$ cat config.mk
export PLATFORM = sky130hd
export DESIGN_NAME = vcas_reg
export DESIGN_NICKNAME = d
export VERILOG_FILES = /design/src/rtl/vcas_pkg.sv /design/src/rtl/vcas_arb.sv /design/src/rtl/vcas_core.sv /design/src/rtl/vcas_retry.sv /design/src/rtl/vcas_reg.sv
export SDC_FILE = /design/constraint.sdc
export NUM_CORES = 1
export LEC_CHECK = 0
export ABC_AREA = 1
export CAP_MARGIN = 20
export CORE_AREA = 4 4 183 185
export DETAILED_ROUTE_END_ITERATION = 16
export DIE_AREA = 0 0 187 189
export GPL_TIMING_DRIVEN = 0
export SYNTH_ARGS = -nofsm -noshare
export SYNTH_HDL_FRONTEND = slang
export SYNTH_SLANG_ARGS = --single-unit
$ cat constraint.sdc
create_clock -name clk -period 1.8 [get_ports clk]
set_input_delay 0.27 -clock clk [delete_from_list [all_inputs] [get_ports clk]]
set_output_delay 0.27 -clock clk [all_outputs]
set_load 0.01 [all_outputs]
$ cat src/rtl/vcas_pkg.sv
package vcas_pkg;

   typedef enum logic [1:0] {
      OP_READ     = 2'b00,
      OP_CAS      = 2'b01,
      OP_CAS_AUTO = 2'b10,
      OP_PEEK     = 2'b11
   } vcas_op_e;

   typedef enum logic [1:0] {
      ST_OK   = 2'b00,
      ST_FAIL = 2'b01,
      ST_BUSY = 2'b10,
      ST_RSVD = 2'b11
   } vcas_st_e;

endpackage

$ cat src/rtl/vcas_arb.sv
module vcas_arb #(
   parameter int N = 4
) (
   input  logic [N-1:0] req,
   output logic [N-1:0] gnt,
   output logic         any
);
   generate
      if (N == 1) begin : g_single
         assign gnt = req;
      end else begin : g_chain
         logic [N:0] blocked;
         assign blocked[0] = 1'b0;
         for (genvar i = 0; i < N; i++) begin : g_lane
            assign gnt[i]       = req[i] & ~blocked[i];
            assign blocked[i+1] = blocked[i] | req[i];
         end
      end
   endgenerate

   assign any = |req;
endmodule

$ cat src/rtl/vcas_core.sv
module vcas_core
   import vcas_pkg::*;
#(
   parameter int DATA_W  = 32,
   parameter int STAMP_W = 16
) (
   input  logic               clk,
   input  logic               rst_n,
   input  logic               do_op,
   input  vcas_op_e           op,
   input  logic [DATA_W-1:0]  exp_val,
   input  logic [STAMP_W-1:0] exp_stamp,
   input  logic [DATA_W-1:0]  new_val,
   input  logic [STAMP_W-1:0] new_stamp,
   output logic [DATA_W-1:0]  cur_val,
   output logic [STAMP_W-1:0] cur_stamp,
   output vcas_st_e           status,
   output logic [DATA_W-1:0]  res_val,
   output logic [STAMP_W-1:0] res_stamp
);
   logic               is_cas;
   logic               match;
   logic               commit;
   logic [STAMP_W-1:0] next_stamp;

   assign is_cas = (op == OP_CAS) || (op == OP_CAS_AUTO);
   assign match  = (cur_val == exp_val) && (cur_stamp == exp_stamp);
   assign commit = do_op && is_cas && match;

   // Auto mode moves the stamp forward by one, wrapping naturally.
   assign next_stamp = (op == OP_CAS_AUTO) ? cur_stamp + STAMP_W'(1) : new_stamp;

   always_ff @(posedge clk or negedge rst_n) begin
      if (!rst_n) begin
         cur_val   <= '0;
         cur_stamp <= '0;
      end else if (commit) begin
         cur_val   <= new_val;
         cur_stamp <= next_stamp;
      end
   end

   always_comb begin
      if (is_cas && match) begin
         status    = ST_OK;
         res_val   = new_val;
         res_stamp = next_stamp;
      end else if (is_cas) begin
         status    = ST_FAIL;
         res_val   = cur_val;
         res_stamp = cur_stamp;
      end else begin
         status    = ST_OK;
         res_val   = cur_val;
         res_stamp = cur_stamp;
      end
   end
endmodule

$ cat src/rtl/vcas_retry.sv
module vcas_retry #(
   parameter int N = 4,
   parameter int W = 4
) (
   input  logic         clk,
   input  logic         rst_n,
   input  logic [N-1:0] bump,
   input  logic [N-1:0] clear,
   output logic [W*N-1:0] cnt
);
   localparam logic [W-1:0] CNT_MAX = {W{1'b1}};

   generate
      for (genvar i = 0; i < N; i++) begin : g_ctr
         logic [W-1:0] c;
         always_ff @(posedge clk or negedge rst_n) begin
            if (!rst_n)                      c <= '0;
            else if (clear[i])               c <= '0;
            else if (bump[i] && c != CNT_MAX) c <= c + W'(1);
         end
         assign cnt[W*i +: W] = c;
      end
   endgenerate
endmodule

$ cat src/rtl/vcas_reg.sv
module vcas_reg
   import vcas_pkg::*;
#(
   parameter int NREQ    = 4,
   parameter int DATA_W  = 32,
   parameter int STAMP_W = 16,
   parameter int RETRY_W = 4
) (
   input  logic                      clk,
   input  logic                      rst_n,
   input  logic [NREQ-1:0]           req_valid,
   input  logic [2*NREQ-1:0]         req_op,
   input  logic [DATA_W*NREQ-1:0]    req_exp_val,
   input  logic [STAMP_W*NREQ-1:0]   req_exp_stamp,
   input  logic [DATA_W*NREQ-1:0]    req_new_val,
   input  logic [STAMP_W*NREQ-1:0]   req_new_stamp,
   output logic [NREQ-1:0]           rsp_valid,
   output logic [2*NREQ-1:0]         rsp_status,
   output logic [DATA_W-1:0]         rsp_val,
   output logic [STAMP_W-1:0]        rsp_stamp,
   output logic [RETRY_W*NREQ-1:0]   retry_cnt
);
   generate
      if (NREQ < 1 || NREQ > 32) begin : g_bad_nreq
         $error("vcas_reg: NREQ must lie in 1..32");
      end
      if (DATA_W < 1) begin : g_bad_data
         $error("vcas_reg: DATA_W must be positive");
      end
      if (STAMP_W < 2) begin : g_bad_stamp
         $error("vcas_reg: STAMP_W must be at least 2");
      end
      if (RETRY_W < 1) begin : g_bad_retry
         $error("vcas_reg: RETRY_W must be positive");
      end
   endgenerate

   logic [NREQ-1:0]    gnt;
   logic               any_req;
   vcas_op_e           sel_op;
   logic [DATA_W-1:0]  sel_exp_val, sel_new_val;
   logic [STAMP_W-1:0] sel_exp_stamp, sel_new_stamp;
   logic [DATA_W-1:0]  cur_val, res_val;
   logic [STAMP_W-1:0] cur_stamp, res_stamp;
   vcas_st_e           core_st;
   logic [NREQ-1:0]    bump, clear;

   vcas_arb #(.N(NREQ)) u_arb (
      .req (req_valid),
      .gnt (gnt),
      .any (any_req)
   );

   // One-hot grant selects the winning lane's operands.
   always_comb begin
      sel_op        = OP_READ;
      sel_exp_val   = '0;
      sel_exp_stamp = '0;
      sel_new_val   = '0;
      sel_new_stamp = '0;
      for (int i = 0; i < NREQ; i++) begin
         if (gnt[i]) begin
            sel_op        = vcas_op_e'(req_op[2*i +: 2]);
            sel_exp_val   = req_exp_val[DATA_W*i +: DATA_W];
            sel_exp_stamp = req_exp_stamp[STAMP_W*i +: STAMP_W];
            sel_new_val   = req_new_val[DATA_W*i +: DATA_W];
            sel_new_stamp = req_new_stamp[STAMP_W*i +: STAMP_W];
         end
      end
   end

   vcas_core #(.DATA_W(DATA_W), .STAMP_W(STAMP_W)) u_core (
      .clk       (clk),
      .rst_n     (rst_n),
      .do_op     (any_req),
      .op        (sel_op),
      .exp_val   (sel_exp_val),
      .exp_stamp (sel_exp_stamp),
      .new_val   (sel_new_val),
      .new_stamp (sel_new_stamp),
      .cur_val   (cur_val),
      .cur_stamp (cur_stamp),
      .status    (core_st),
      .res_val   (res_val),
      .res_stamp (res_stamp)
   );

   generate
      for (genvar i = 0; i < NREQ; i++) begin : g_lane
         assign bump[i]  = req_valid[i] & (~gnt[i] | (core_st == ST_FAIL));
         assign clear[i] = gnt[i] & (core_st == ST_OK);

         always_ff @(posedge clk or negedge rst_n) begin
            if (!rst_n)
               rsp_status[2*i +: 2] <= ST_OK;
            else if (gnt[i])
               rsp_status[2*i +: 2] <= core_st;
            else if (req_valid[i])
               rsp_status[2*i +: 2] <= ST_BUSY;
            else
               rsp_status[2*i +: 2] <= ST_OK;
         end
      end
   endgenerate

   always_ff @(posedge clk or negedge rst_n) begin
      if (!rst_n) begin
         rsp_valid <= '0;
         rsp_val   <= '0;
         rsp_stamp <= '0;
      end else begin
         rsp_valid <= req_valid;
         rsp_val   <= any_req ? res_val   : '0;
         rsp_stamp <= any_req ? res_stamp : '0;
      end
   end

   vcas_retry #(.N(NREQ), .W(RETRY_W)) u_retry (
      .clk   (clk),
      .rst_n (rst_n),
      .bump  (bump),
      .clear (clear),
      .cnt   (retry_cnt)
   );
endmodule

Word-level counts from Yosys, hierarchy flattened
Cells that the tools add are included.
{"block": "totals", "out_inout_bits": 76, "wordCells": 107, "ff_bits": 124, "input_bits": 398}
{"block": "classes", "add_sub_neg": 5, "bitwise_logic": 23, "n_mux": 42, "n_eq_ne": 9, "n_reduce_logical": 15}
{"cell": "32-bit 2-to-1 mux", "n": 10}
{"cell": "16-bit 2-to-1 mux", "n": 11}
{"cell": "32-bit == test", "n": 1}
{"cell": "4-bit 2-to-1 mux", "n": 8}
{"cell": "2-bit 2-to-1 mux", "n": 12}
{"cell": "16-bit by 1-bit adder with 16-bit output (second input constant)", "n": 1}
{"cell": "4-bit by 1-bit adder with 4-bit output (second input constant)", "n": 4}
{"cell": "16-bit == test", "n": 1}
{"cell": "4-bit != test (second input constant)", "n": 4}
{"cell": "1-bit bitwise AND", "n": 11}
{"cell": "1-bit logical AND", "n": 8}
{"cell": "2-bit nonzero test", "n": 4}
{"cell": "1-bit NOT", "n": 6}
{"cell": "1-bit OR", "n": 6}
{"cell": "2-bit by 1-bit == test with 1-bit output (second input constant)", "n": 2}
{"cell": "4-bit OR reduction", "n": 1}
{"cell": "2-bit == test (second input constant)", "n": 1}
{"cell": "2-bit zero test", "n": 1}
{"cell": "1-bit logical OR", "n": 1}
{"cell": "1-bit 2-to-1 mux", "n": 1}

Logic depth before layout (Yosys ltp)
{"block": "depth", "ltp_word": 15, "ltp_mapped": 20, "depth_no_buf": 18}

Modules after synthesis
A second synthesis with hierarchy kept.
{"block": "hier_totals", "cells_unflattened": 1884, "area_unflattened_um2": 10815.4}
{"module": "vcas_reg", "n_inst": 1, "seq_area_each_um2": 1501.4, "cells_each": 1053, "area_each_um2": 5726.7}
{"module": "vcas_core", "n_inst": 1, "seq_area_each_um2": 1201.2, "cells_each": 706, "area_each_um2": 4155.2}
{"module": "vcas_retry", "n_inst": 1, "seq_area_each_um2": 400.4, "cells_each": 115, "area_each_um2": 887.1}
{"module": "vcas_arb", "n_inst": 1, "seq_area_each_um2": 0.0, "cells_each": 10, "area_each_um2": 46.3}

Worst setup path after synthesis
No wires, ideal clock.
{"block": "synth_path", "path_kind": "input to register", "startpoint": "input req_valid[2]", "endpoint": "register rsp_stamp[12]", "required_ns": 1.733, "setup_ns": 0.067, "arrival_time_ns": 2.772, "path_slack_ns": -1.039, "n_path_buf": 7, "path_stages": 15, "path_cell_list": "buf_2 > inv_2 > buf_2 > nor2_4 > buf_4 > clkbuf_1 > clkbuf_1 > a221oi_1 > ha_1 > inv_1 > nand4_1 > buf_2 > clkbuf_1 > nand3_1 > nand2_1"}
{"block": "synth_via", "elab_chain_cells": 9, "elab_cells_between_ends": 23, "cone_classes": "eq/ne (4); mux (11); bitwise (4); reduce/logical (4)"}
{"element": "start, declared", "line_no": "vcas_reg.sv:11", "rtl": "input logic [NREQ-1:0] req_valid,"}
{"element": "1-bit OR", "line_no": "vcas_arb.sv:16", "rtl": "assign blocked[i+1] = blocked[i] | req[i];"}
{"element": "1-bit NOT", "line_no": "vcas_arb.sv:15", "rtl": "assign gnt[i] = req[i] & ~blocked[i];"}
{"element": "1-bit bitwise AND", "line_no": "vcas_arb.sv:15"}
{"element": "32-bit 2-to-1 mux, or another cell as far along", "line_no": "vcas_reg.sv:62", "rtl": "if (gnt[i]) begin"}
{"element": "32-bit == test, or another cell as far along", "line_no": "vcas_core.sv:27", "rtl": "assign match = (cur_val == exp_val) && (cur_stamp == exp_stamp);"}
{"element": "1-bit logical AND / 1-bit logical OR (equally long branches)", "line_no": "vcas_core.sv:27, vcas_core.sv:26"}
{"element": "1-bit logical AND", "line_no": "vcas_core.sv:44", "rtl": "if (is_cas && match) begin"}
{"element": "16-bit 2-to-1 mux", "line_no": "vcas_core.sv:44"}
{"element": "16-bit 2-to-1 mux *", "line_no": "vcas_reg.sv:114", "rtl": "rsp_stamp <= any_req ? res_stamp : '0;"}
{"element": "end signal, assigned", "line_no": "vcas_reg.sv:114"}
{"element": "end, declared", "line_no": "vcas_reg.sv:20", "rtl": "output logic [STAMP_W-1:0] rsp_stamp,"}
Mark *: on every way between the ends. The rest lies on a longest branch, timed or not.
A chain may end at the register's enable or synchronous reset.

Final worst setup path
{"block": "layout_path", "startpoint": "input req_valid[1]", "endpoint": "register rsp_stamp[1]"}
{"block": "layout_via", "elab_chain_cells": 10, "elab_cells_between_ends": 30, "cone_classes": "eq/ne (4); mux (15); bitwise (7); reduce/logical (4)"}
{"element": "1-bit OR", "line_no": "vcas_arb.sv:16"}
{"element": "1-bit NOT / 1-bit OR (equally long branches)", "line_no": "vcas_arb.sv:15, vcas_arb.sv:16"}
{"element": "1-bit bitwise AND / 1-bit NOT (equally long branches)", "line_no": "vcas_arb.sv:15"}
{"element": "32-bit 2-to-1 mux, or another cell as far along (2 in series)", "line_no": "vcas_reg.sv:62"}
{"element": "32-bit == test, or another cell as far along", "line_no": "vcas_core.sv:27"}
{"element": "1-bit logical AND / 1-bit logical OR (equally long branches)", "line_no": "vcas_core.sv:27, vcas_core.sv:26"}
{"element": "1-bit logical AND", "line_no": "vcas_core.sv:44"}
{"element": "16-bit 2-to-1 mux", "line_no": "vcas_core.sv:44"}
{"element": "16-bit 2-to-1 mux *", "line_no": "vcas_reg.sv:114"}
Marked as above.

==> flow_summary.yaml <==
clocking:
  cts_max_level: 4
  path_clk_slew_ns: 0.07
  cts_buffer_depth: 2
  cts.sinks: 123
  clock_latency_ns: 0.43
  root_buffer: "clkbuf_16"
  cts-buffers-inserted: 17
  cts_tree: "built"
route:
  drc_errors: 0
  drt_iter0_drc: 824
  wirelength_um: 56300
  drt_first_pass_iters: 5
  wl_per_cell_um: 24.7
  vias: 11900
  ant_nets: 0
  viasPerCell: 5.21
placement:
  place_hpwl_um: 42300
  place_area_mm2: 0.0144
  gp_congestion: 0.887
  io_buffers: 472
  dp_cells: 2171
global_routing:
  antenna_found_initial: 6
  grt_pass1_vias: 12000
  grt_use_total: 0.303
  grt_pass1_wl_um: 79300
  grt_max_degree: 72
  grt-ovfl-total: 0
setup_path:
  startpoint_type: "input port"
  r2r_slack_ns: -0.43
  required_ns: 2.17
  end_kind: "register"
  critPathArrivalTime_ns: 2.82
  crit_type: "in2reg"
  worstPathMaxFanout: 10
pwr:
  p_leak_nw: 7.77
  p_clk_frac: 0.368
  vdd_drop_max_mv: 0.653
  p_sw_mw: 3.17
  combPwrFrac: 0.325
  powerDensity_mw_per_mm2: 607
  p_int_mw: 7.01
  sequentialPowerShare: 0.307
  switching_share: 0.312
status:
  violations: "setup timing"
  outcome: "finished with violations"
sta:
  rsz0062_at_grt: "yes"
  fin_worst_skew_ns: 0.0160
  finalCriticalPeriod_ns: 2.45
  finalSetupViolations: 116
  fin_crit_sh: 1.36
  worst_pin_slew_ns: 1.09
  setup_slack_ns: -0.652
  final_max_slew_viol_count: 0
  fmax_mhz: 408
  hold_viol: 0
  maxSlewHeadroom: 0.276
finish:
  drive_gt1_frac: 0.161
  nets: 2255
  final_cell_area_mm2: 0.0168
  fin_cells: 2277
  syn_to_final_growth_pct: 88.6
die:
  core_mm2: 0.0320
  fp-row-count: 66
  fp.dieW_um: 187
  num_io_pins: 474
  die_y_um: 189
  initial_core_util: 0.278
  die_area_mm2: 0.0353
logic_synthesis:
  synth_area_leaders: "dfrtp_1, nand2_1, nand3_1"
  ys_seq_elements: 123
  syn_area_mm2: 0.00889
  seq_area_frac_synth: 0.346
  synthCells: 1289
  synthDistinctLibCells: 37
  yosys_warnings: 0
  syn_nets: 1693
  postSynthAreaPerCell_um2: 6.90
  post-synth-top-area-cell: "dfrtp_1"
  synth_top_area_share: 0.346
run:
  maxCapViolations: 0
worst_hold_path:
  hold_path_class: "in2reg"
==> critical path, stage by stage <==
cell	delay, ns
buf_8	0.10
buf_6	0.12
inv_4	0.07
nor2_4	0.05
buf_12	0.12
buf_6	0.16
a21boi_0	0.26
nand3_1	0.18
nand2_1	0.11
nand2_1	0.05
nand2_1	0.06
nand2_1	0.05
nor2_1	0.13
nand2_2	0.09
nor2_4	0.12
nand3_4	0.09
nor2_4	0.21
buf_4	0.16
buf_6	0.09
buf_8	0.13
nand3_2	0.07
nand2_1	0.11
==> cells by family after synthesis <==
group,after synthesis,synth area share
AO/OA/AOI/OAI,186,0.147
adder cells (fa/ha/maj),6,0.00844
AND/OR/NAND/NOR,782,0.400
other,1,0.000422
XOR/XNOR,15,0.0148
buffers and inverters,173,0.0807
flip-flops,123,0.346
multiplexers,3,0.00338
==> registers in the layout, indices dropped and copies added (netlist names) <==
name	cells
rsp_stamp	16
u_retry.g_ctr.c	16
rsp_status	7
u_core.cur_val	32
u_core.cur_stamp	16
rsp_val	32
rsp_valid	4
==> placed cells by master, fill, tap and decap left out, types with 5 or more instances in the layout <==
master	count
clkbuf_1	22
or2_1	29
clkinv_4	5
ha_1	5
nand3b_1	14
nand4_1	41
clkbuf_8	7
nand2_4	5
nand3_4	5
nand2_2	18
clkbuf_16	33
o21ai_2	8
nand3b_2	10
dfrtp_1	122
buf_12	12
a22o_1	43
diode_2	5
a21boi_1	10
or2_4	7
a221oi_1	30
a31oi_1	8
buf_6	22
o21ai_1	24
buf_8	17
nand3_1	134
nor2_1	22
nand2_1	422
buf_4	45
xor2_1	12
o21ai_0	8
a21boi_0	14
a21oi_1	35
inv_1	82
nand3_2	54
clkdlybuf4s50_1	467
nor2_4	9
==> timing repair <==
| action | CTS | global route |
|---|---|---|
| setup buffers | 42 | 9 |
| resized for setup | 215 | 65 |
| endpoints found under the hold margin | 72 | 0 |
| pin swaps | 48 | 39 |
| endpoints found under the setup margin | 117 | 116 |
| gates cloned | 14 | 4 |
| hold buffers | 3 | 0 |
==> routing by layer <==
layer  GRT usage  part of all wire  wire [µm]  up-vias
met5           0                 0          0        -
met4       0.115             0.037       2070        0
met3      0.0610             0.073       4090      109
met2       0.519              0.48      27100      558
met1       0.377              0.41      23000     5697
li1            -                 -          -     5502
==> power groups by stage <==
| stage | clock network (mW) | registers [mW] | logic [mW] |
|---|---|---|---|
| after floorplan | 0 | 3.22 | 1.06 |
| after global placement | 0 | 3.16 | 2.96 |
| after detailed placement | 0 | 3.17 | 3.00 |
| after global routing | 3.89 | 3.15 | 3.53 |
| after CTS | 3.75 | 3.12 | 3.27 |
| final | 3.74 | 3.13 | 3.31 |
==> area by class of cell <==
cell class | instances | area [µm²]
clock inverters | 13 | 168
inverters | 89 | 352
fillers | 3073 | 15300
flip-flops and latches | 123 | 3080
multi-input cells | 994 | 5650
plain buffers | 82 | 871
repair buffers | 544 | 5670
diodes | 5 | 12.5
well taps | 408 | 510
clock buffers | 19 | 453
==> cell usage after synthesis, drive strengths merged <==
cell type and n:
a21boi 26, a21oi 36, a221oi 31, a22o 43
a22oi 1, a31oi 8, buf 38, clkbuf 46
conb 1, dfrtp 123, ha 6, inv 89
mux2i 3, nand2 446, nand3 192, nand3b 24
nand4 41, nor2 35, nor3 1, nor4 2
o21ai 40, o21bai 1, or2 41, xnor2 3
xor2 12
==> per-stage QoR <==
stage          hold WS (ns)  utilization  total power, mW  TNS, ns  setup slack, ns
2_1_floorplan       -0.0256            -             4.28   -49.75           -0.513
3_3_place_gp          0.511        0.449             6.12  -904.21            -5.03
3_5_place_dp          0.353        0.450             6.17  -292.89            -2.72
4_1_cts              0.0716        0.513             10.1   -65.71           -0.642
5_1_grt              0.0677        0.523             10.6   -81.23           -0.796
6_report             0.0792        0.523             10.2   -68.52           -0.652
==> worst paths after layout <==
path | start | to | cells after the start
max in group asynchronous | rst_n | u_core.cur_stamp[0] | 3
worst min-delay path | req_valid[3] | rsp_valid[3] | 1
worst max-delay path | req_valid[1] | rsp_stamp[1] | 22
worst min register to register | u_core.cur_val[6] | rsp_val[6] | 2
min in group asynchronous | rst_n | rsp_val[19] | 2
worst max register to register | u_core.cur_stamp[10] | rsp_stamp[1] | 14
Power figures use the tool's default switching activity.
